--- src/rtl/uart_tx_pkg.sv ---
package uart_tx_pkg;

    typedef enum logic [1:0] {
        PAR_NONE  = 2'd0,
        PAR_EVEN  = 2'd1,
        PAR_ODD   = 2'd2,
        PAR_RSVD  = 2'd3
    } parity_e;

    typedef enum logic [1:0] {
        STOP_ONE      = 2'd0,
        STOP_ONE_HALF = 2'd1,
        STOP_TWO      = 2'd2,
        STOP_RSVD     = 2'd3
    } stop_e;

    typedef struct packed {
        logic [1:0] len_code;
        parity_e    parity;
        stop_e      stop;
    } frame_cfg_t;

    typedef enum logic [2:0] {
        ST_IDLE,
        ST_START,
        ST_DATA,
        ST_PARITY,
        ST_STOP
    } tx_state_e;

    localparam int unsigned MIN_DATA_BITS = 5;

    function automatic int unsigned data_bits(input logic [1:0] len_code);
        return MIN_DATA_BITS + int'(len_code);
    endfunction

    function automatic logic parity_used(input parity_e p);
        return (p == PAR_EVEN) || (p == PAR_ODD);
    endfunction

    function automatic logic parity_value(input logic [7:0] d,
                                          input logic [1:0] len_code,
                                          input parity_e    p);
        logic [7:0] mask;
        logic       ones_odd;
        mask     = 8'hFF >> (3 - int'(len_code));
        ones_odd = ^(d & mask);
        return (p == PAR_ODD) ? ~ones_odd : ones_odd;
    endfunction

    function automatic int unsigned stop_ticks(input stop_e s, input int unsigned os);
        case (s)
            STOP_ONE:      return os;
            STOP_ONE_HALF: return os + os / 2;
            default:       return 2 * os;
        endcase
    endfunction

endpackage

--- src/rtl/uart_tx_tick_timer.sv ---
module uart_tx_tick_timer #(
    parameter int unsigned CW = 6
) (
    input  logic          clk,
    input  logic          rst,
    input  logic          clear,
    input  logic          tick,
    input  logic [CW-1:0] limit,
    output logic          done
);
    logic [CW-1:0] cnt_q;

    assign done = tick && !clear && (cnt_q == limit - CW'(1));

    always_ff @(posedge clk) begin
        if (rst || clear) begin
            cnt_q <= '0;
        end else if (tick) begin
            cnt_q <= done ? '0 : cnt_q + CW'(1);
        end
    end

    AST_TIMER_IN_RANGE: assert property (@(posedge clk) disable iff (rst)
        !clear |-> (cnt_q < limit)) else $error("timer past limit");

endmodule

--- src/rtl/uart_tx_shifter.sv ---
module uart_tx_shifter #(
    parameter int unsigned W = 8
) (
    input  logic         clk,
    input  logic         rst,
    input  logic         load,
    input  logic [W-1:0] load_data,
    input  logic         shift,
    output logic         lsb
);
    logic [W-1:0] sr_q;

    assign lsb = sr_q[0];

    always_ff @(posedge clk) begin
        if (rst) begin
            sr_q <= '1;
        end else if (load) begin
            sr_q <= load_data;
        end else if (shift) begin
            sr_q <= {1'b1, sr_q[W-1:1]};
        end
    end

    AST_SHIFT_LOAD_EXCL: assert property (@(posedge clk) disable iff (rst)
        !(load && shift)) else $error("load and shift together");

    AST_SHIFT_MOVES_LSB: assert property (@(posedge clk) disable iff (rst)
        (shift && !load) |=> (lsb == $past(sr_q[1]))) else $error("shift order");

endmodule

--- src/rtl/uart_frame_tx.sv ---
module uart_frame_tx
    import uart_tx_pkg::*;
#(
    parameter int unsigned OVERSAMPLE = 16,
    parameter int unsigned DATA_W     = 8
) (
    input  logic              clk,
    input  logic              rst,
    input  logic              baud_tick,
    input  logic              in_valid,
    output logic              in_ready,
    input  logic [DATA_W-1:0] in_data,
    input  logic [1:0]        cfg_len,
    input  logic [1:0]        cfg_parity,
    input  logic [1:0]        cfg_stop,
    output logic              tx,
    output logic              busy
);
    localparam int unsigned CW = $clog2(2 * OVERSAMPLE + 1);
    localparam int unsigned IW = $clog2(DATA_W);

    tx_state_e     state_q, state_d;
    frame_cfg_t    cfg_q;
    logic          par_q;
    logic [IW-1:0] idx_q;
    logic          accept;
    logic          bit_done;
    logic          shift_en;
    logic          sh_lsb;
    logic          last_data;
    logic [CW-1:0] limit;

    assign accept    = in_valid && (state_q == ST_IDLE);
    assign in_ready  = (state_q == ST_IDLE);
    assign busy      = (state_q != ST_IDLE);
    assign last_data = (int'(idx_q) == int'(data_bits(cfg_q.len_code)) - 1);
    assign shift_en  = bit_done && (state_q == ST_DATA);
    assign limit     = (state_q == ST_STOP) ? CW'(stop_ticks(cfg_q.stop, OVERSAMPLE))
                                            : CW'(OVERSAMPLE);

    uart_tx_tick_timer #(.CW(CW)) timer_i (
        .clk   (clk),
        .rst   (rst),
        .clear (state_q == ST_IDLE),
        .tick  (baud_tick),
        .limit (limit),
        .done  (bit_done)
    );

    uart_tx_shifter #(.W(DATA_W)) shifter_i (
        .clk       (clk),
        .rst       (rst),
        .load      (accept),
        .load_data (in_data),
        .shift     (shift_en),
        .lsb       (sh_lsb)
    );

    always_comb begin
        state_d = state_q;
        case (state_q)
            ST_IDLE:   if (accept) state_d = ST_START;
            ST_START:  if (bit_done) state_d = ST_DATA;
            ST_DATA:   if (bit_done && last_data)
                           state_d = parity_used(cfg_q.parity) ? ST_PARITY : ST_STOP;
            ST_PARITY: if (bit_done) state_d = ST_STOP;
            ST_STOP:   if (bit_done) state_d = ST_IDLE;
            default:   state_d = ST_IDLE;
        endcase
    end

    always_ff @(posedge clk) begin
        if (rst) begin
            state_q <= ST_IDLE;
            cfg_q   <= '{len_code: 2'd3, parity: PAR_NONE, stop: STOP_ONE};
            par_q   <= 1'b1;
            idx_q   <= '0;
        end else begin
            state_q <= state_d;
            if (accept) begin
                cfg_q <= '{len_code: cfg_len,
                           parity:   parity_e'(cfg_parity),
                           stop:     stop_e'(cfg_stop)};
                par_q <= parity_value(in_data, cfg_len, parity_e'(cfg_parity));
                idx_q <= '0;
            end else if (shift_en) begin
                idx_q <= idx_q + IW'(1);
            end
        end
    end

    always_comb begin
        case (state_q)
            ST_START:  tx = 1'b0;
            ST_DATA:   tx = sh_lsb;
            ST_PARITY: tx = par_q;
            default:   tx = 1'b1;
        endcase
    end

    AST_ACCEPT_STARTS_FRAME: assert property (@(posedge clk) disable iff (rst)
        (in_valid && in_ready) |=> (busy && !tx && !in_ready)) else $error("no start");

    AST_CFG_HELD: assert property (@(posedge clk) disable iff (rst)
        ($past(busy) && busy) |-> $stable(cfg_q)) else $error("cfg moved");

    AST_END_ON_TICK: assert property (@(posedge clk) disable iff (rst)
        $fell(busy) |-> $past(baud_tick)) else $error("frame ended off tick");

    AST_TX_ONLY_ON_TICK: assert property (@(posedge clk) disable iff (rst)
        ($past(busy) && busy && !$past(baud_tick)) |-> $stable(tx)) else $error("tx moved");

    AST_DATA_COUNT: assert property (@(posedge clk) disable iff (rst)
        ($past(state_q) == ST_DATA && state_q != ST_DATA) |->
        (int'($past(idx_q)) == int'(data_bits(cfg_q.len_code)) - 1)) else $error("bit count");

    AST_IDLE_LINE: assert property (@(posedge clk) disable iff (rst)
        $fell(busy) |-> tx) else $error("line not idle");

endmodule

--- config.mk ---
export PLATFORM = sky130hd
export DESIGN_NAME = uart_frame_tx
export DESIGN_NICKNAME = d
export VERILOG_FILES = /design/src/rtl/uart_tx_pkg.sv /design/src/rtl/uart_tx_tick_timer.sv /design/src/rtl/uart_tx_shifter.sv /design/src/rtl/uart_frame_tx.sv
export SDC_FILE = /design/constraint.sdc
export NUM_CORES = 1
export LEC_CHECK = 0
export CAP_MARGIN = 25
export CORE_MARGIN = 3
export CORE_UTILIZATION = 40
export CTS_CLUSTER_DIAMETER = 120
export DETAILED_ROUTE_END_ITERATION = 7
export HOLD_SLACK_MARGIN = 0.15
export SYNTH_ARGS = -nofsm -noshare
export SYNTH_HDL_FRONTEND = slang
export SYNTH_HIERARCHICAL = 1
export SYNTH_SLANG_ARGS = --single-unit
export TNS_END_PERCENT = 50
--- constraint.sdc ---
create_clock -name clk -period 3.2 [get_ports clk]
set_input_delay 0.64 -clock clk [delete_from_list [all_inputs] [get_ports clk]]
set_output_delay 0.64 -clock clk [all_outputs]
set_load 0.05 [all_outputs]
; Word-level counts from Yosys, hierarchy flattened
; Index checks and enable logic that the tools add are counted.
; Widths: inputs -> output; s select.
[totals]
regBits = 27
elab_cells = 61
inputBits = 18
output_inout_bits = 3
[op_classes]
bitwise_logic = 2
shifts = 1
eq_ne = 15
reduce_logical = 15
n_addsub = 6
mux = 14
[ops]
columns = op, count
row1 = $shr 8x32->8 const A, 1
row2 = $mux 3, 6
row3 = $mux 8, 2
row4 = $pmux 3 s5, 1
row5 = $mux 6, 2
row6 = $pmux 6 s2, 1
row7 = $and 8x8->8, 1
row8 = $ne 2x2->1 const B, 4
row9 = $reduce_xor 8->1, 1
row10 = $add 6x1->6 const B, 1
row11 = $eq 3x2->1 const B, 2
row12 = $eq 6x6->1, 1
row13 = $sub 6x1->6 const B, 1
row14 = $eq 4x5->1, 1
row15 = $logic_and 1x1->1, 5
row16 = $reduce_and 5->1, 1
row17 = $sub 4x1->5 const B, 1
row18 = $add 3x2->4 const A, 1
row19 = $eq 2x1->1 const B, 2
row20 = $eq 2x2->1 const B, 2
row21 = $add 3x1->3 const B, 1
row22 = $eq 3x1->1 const B, 1
row23 = $eq 3x3->1 const B, 1
row24 = $logic_not 3->1, 1
row25 = 11 further kinds, 12

; Depth between registers and ports, before layout
[logic_depth]
depth_word = 9
depth_mapped = 13
ltp_nobuf = 12

; Hierarchy
; Netlist, hierarchy kept.
[modules_own_cells]
columns = mod, cells_per_inst, n_inst, seq_area_each_um2, area_each_um2
row1 = uart_frame_tx, 93, 1, 260.2, 803.3
row2 = uart_tx_tick_timer, 51, 1, 120.1, 441.7
row3 = uart_tx_shifter, 35, 1, 160.2, 365.4

; Worst setup path before layout
; No wires, ideal clock.
[synth_path]
path_kind = reg2reg
from = register state_q[0]
to = register state_q[1]
path_buffers = 1
setup_slack_ns = 0.572
arrival_time_ns = 2.502
required_time_ns = 3.074
stages_incl_launch_ff = 14
synth_period_minus_slack_ns = 2.628
setup_time_ns = 0.126
path_cell_list = dfxtp_1 -> buf_4 -> nor2_4 -> and3_2 -> inv_1 -> nor3_1 -> nand2_1 -> xnor2_1 -> a2111oi_4 -> inv_1 -> and3_2 -> a211oi_2 -> mux2i_1 -> nor2_1
[synth_between]
elab_chain_len = 8
word_cells_on_any_way = 20
cone_classes = add/sub (1) / eq/ne (10) / mux (2) / reduce/logical (7)
[synth_lines]
columns = element, line_no
row1 = "start, declared", uart_frame_tx.sv:22  ; tx_state_e state_q, state_d;
row2 = "start signal, assigned", uart_frame_tx.sv:79  ; state_q <= state_d;
row3 = $eq 3x3->1 *, uart_frame_tx.sv:38  ; assign limit = (state_q == ST_STOP) ? CW'(stop_ticks(cfg_q.stop, OVERSAMPLE))
row4 = $mux 6 *, uart_frame_tx.sv:38
row5 = net limit[5], uart_frame_tx.sv:31  ; logic [CW-1:0] limit;
row6 = $sub 6x1->6 *, uart_tx_tick_timer.sv:13  ; assign done = tick && !clear && (cnt_q == limit - CW'(1));
row7 = $eq 6x6->1 *, uart_tx_tick_timer.sv:13
row8 = $logic_and 1x1->1 *, uart_tx_tick_timer.sv:13
row9 = net bit_done, uart_frame_tx.sv:27  ; logic bit_done;
row10 = $logic_and 1x1->1, uart_frame_tx.sv:64  ; ST_DATA: if (bit_done && last_data)
row11 = $ne 2x1->1 (no source line), n/a
row12 = $reduce_and 5->1 (no source line) *, n/a
; Mark *: on every way through the listed nets, which the timed path passes. The rest lies on a longest branch.
; A chain may end at the register's enable or synchronous reset.

; Worst setup path in the final report
[layout_path]
from = register state_q[1]
to = register state_q[2]
; The elaborated chain is that of the path after synthesis.

==> results_dict.tcl <==
set metrics [dict create \
    drv_slew 0 \
    rows 22 \
    status "finished clean" \
    fill_cells 381 \
    vias 1312 \
    die_h_um 69.5 \
    synthCells 179 \
    period_needed_ns 2.74 \
    ys_seq_area_frac 0.336 \
    yosys_warnings 6 \
    dr.pass1.iters 4 \
    worstMarginPinSlew_ns 0.583 \
    startpoint "state_q[1]" \
    setup_violations 0 \
    min_from "cfg_q[2]" \
    drtAntennaViolNets 0 \
    design_area_um2 1910 \
    syn_area_um2 1610 \
    fin_setup_tns_ns 0 \
    grt_max_degree 21 \
    grt_pass1_vias 1268 \
    cp_max_fo 10 \
    postLayoutSetupSlackWorst_ns 0.464 \
    max_clock_freq_ghz 0.366 \
    r2r-end "state_q[2]" \
    postCtsHoldBufs 0 \
    io-pin-count 21 \
    cts_sinks 27 \
    overflow 0 \
    path_class "reg2reg" \
    cts_tree "done" \
    cts_resized 0 \
    ir_drop_mv 0.185 \
    worstPathRequired_ns 3.39 \
    grt_first_pass_wirelength_um 5620 \
    postCtsSetupBuffers 0 \
    clock-root-buffer "clkbuf_8" \
    cts.clk_slew.worst_paths_ns 0.10 \
    hold_viol 0 \
    die_x_um 69.5 \
    numPortBuffers 20 \
    vias_per_cell 5.13 \
    dr.first_iter.drc_count 38 \
    grt_antenna_before_repair 0 \
    place_ws_ns 0.208 \
    r2r_cells 11 \
    clock_skew_ns 0.00586 \
    cts_buffer_depth 2 \
    synth_cell_types 44 \
    cts_made_buffers 3 \
    r2r_slack_ns 0.46 \
    clkLatencyLatePin_ns 0.27 \
    p_per_area_nw_per_um2 472 \
    start_kind "flop" \
    drt-wirelength-per-cell_um 12.4 \
    maxCapViolations 0 \
    power_leakage_nw 0.678 \
    slew_headroom 0.611 \
    finalCritPeriodShare 0.855 \
    synth.avg_cell_area_um2 9.00 \
    cts_max_level 1 \
    drive_gt1_frac 0.0913 \
    crit_end "state_q[2]" \
    die-area_um2 4820 \
    start_util 0.427 \
    ys_ff_latch 27 \
    dp_hpwl_um 2480 \
    rsz0062_at_grt "no" \
    routabilityCongestion 0.769 \
    nNetsFinal 230 \
    drcViolationCount 0 \
    drt_wl_total_um 3170 \
    n_antenna_cell 0 \
    critPathCaptureType "flop" \
    hp-class "reg2reg" \
    placed_cell_area_um2 1860 \
    grt_use_total 0.141 \
    r2r-start "state_q[1]" \
    syn2layout_area_growth_pct 18.5 \
    crit_arrival_ns 2.93 \
    core_area_um2 3770 \
]
-- cell usage in the layout, fill, tap and decap left out, types with 7 or more instances in the layout --
cell type        count
clkdlybuf4s50_1     20
a21oi_1             16
conb_1              11
mux2i_1             11
inv_1                7
xnor2_1             15
nor3_1              11
nand2_1             17
dfxtp_1             27
nor3b_1              9
-- cell families (layout without fill, tap and decap cells) --
| group | Yosys count | count (layout) | share of synthesized area |
|---|---|---|---|
| flip-flops | 27 | 27 | 0.336 |
| multiplexers | 11 | 11 | 0.0684 |
| AO/OA/AOI/OAI | 32 | 32 | 0.133 |
| buffers and inverters | 14 | 33 | 0.0544 |
| other | 1 | 11 | 0.00233 |
| XOR/XNOR | 22 | 22 | 0.124 |
| AND/OR/NAND/NOR | 69 | 69 | 0.259 |
| adder cells (fa/ha/maj) | 3 | 3 | 0.0233 |
-- synth_stat cells (all sizes together) --
library cell  instances  share of area
and3                  2         0.0093
o211ai                1         0.0047
o21bai                1         0.0047
o2111ai               1         0.0054
a21oi                16          0.050
and3b                 1         0.0054
mux2i                11          0.068
or2                   1         0.0039
clkbuf                1         0.0023
xnor2                16          0.092
ha                    3          0.023
o311a                 1         0.0062
o21ai                 5          0.016
nor2                  9          0.032
nand4                 2         0.0078
xor2                  6          0.033
a31oi                 2         0.0078
nand2b                1         0.0039
a21boi                2         0.0093
nand3b                5          0.023
nor3b                 9          0.042
and4b                 1         0.0062
a2111oi               1          0.017
or3b                  2          0.012
dfxtp                27           0.34
a22oi                 1         0.0047
nor3                 12          0.044
or4                   1         0.0047
nand2                18          0.047
a211oi                1         0.0078
nor2b                 2         0.0078
conb                  1         0.0023
nand3                 3         0.0093
inv                   7          0.016
buf                   6          0.036
-- report_power, final --
part	internal, W	leakage, nW	switching, W
sequential	0.000370	0.221	0.0000360
clock	0.0000872	0.0255	0.000108
combinational	0.000128	0.432	0.000171
-- state kept, by name, summed over array words and instances, names as in the netlist --
register and count:
shifter_i/sr_q 8, cfg_q 6, timer_i/cnt_q 6, idx_q 3
state_q 3, par_q 1
-- critical path, stage by stage (launching register included) --
cell and delay [ns]:
dfxtp_1 0.57, nor2_4 0.10, and3_2 0.24, inv_1 0.10, xnor2_2 0.15, a31oi_1 0.10, a2111oi_4 0.35, inv_1 0.17
and3_2 0.23, a211oi_2 0.28, o2111ai_1 0.16, a21oi_1 0.20
-- metrics by stage --
step,hold slack [ns],utilization,power [W],std cells
detailed placement,0.467,0.494,0.000715,252
CTS,0.481,0.506,0.000912,256
global placement,0.443,0.494,0.000708,252
floorplan,0.432,-,0.000633,189
global route,0.500,0.506,0.000956,256
finish,0.480,0.506,0.000900,256
-- how the worst min path moves through the flow --
| stage | to | slack (ns) | cells after the start |
|---|---|---|---|
| global route | cfg_q[2] | 0.50 | 2 |
| finish | cfg_q[2] | 0.48 | 2 |
| global placement | cfg_q[0] | 0.44 | 2 |
| detailed placement | cfg_q[0] | 0.47 | 2 |
| floorplan | cfg_q[0] | 0.43 | 2 |
| CTS | cfg_q[2] | 0.48 | 2 |
-- cell type report --
| class | count | area, um2 | area share |
|---|---|---|---|
| multi-input combinational | 148 | 1020 | 0.534 |
| sequential | 27 | 541 | 0.283 |
| timing repair buffer | 22 | 215 | 0.113 |
| tap | 48 | 60.1 | 0.0315 |
| clock buffer | 3 | 41.3 | 0.0216 |
| inverter | 7 | 26.3 | 0.0138 |
| clock inverter | 1 | 5.00 | 0.00262 |
-- routing by layer --
layer	routed length (um)	track usage	up-vias
li1	-	-	677
met1	1440	0.173	613
met2	1600	0.246	20
met3	104	0.0304	2
met4	24	0.0390	0
met5	0	0	-
(Power assumes the default switching activity.)
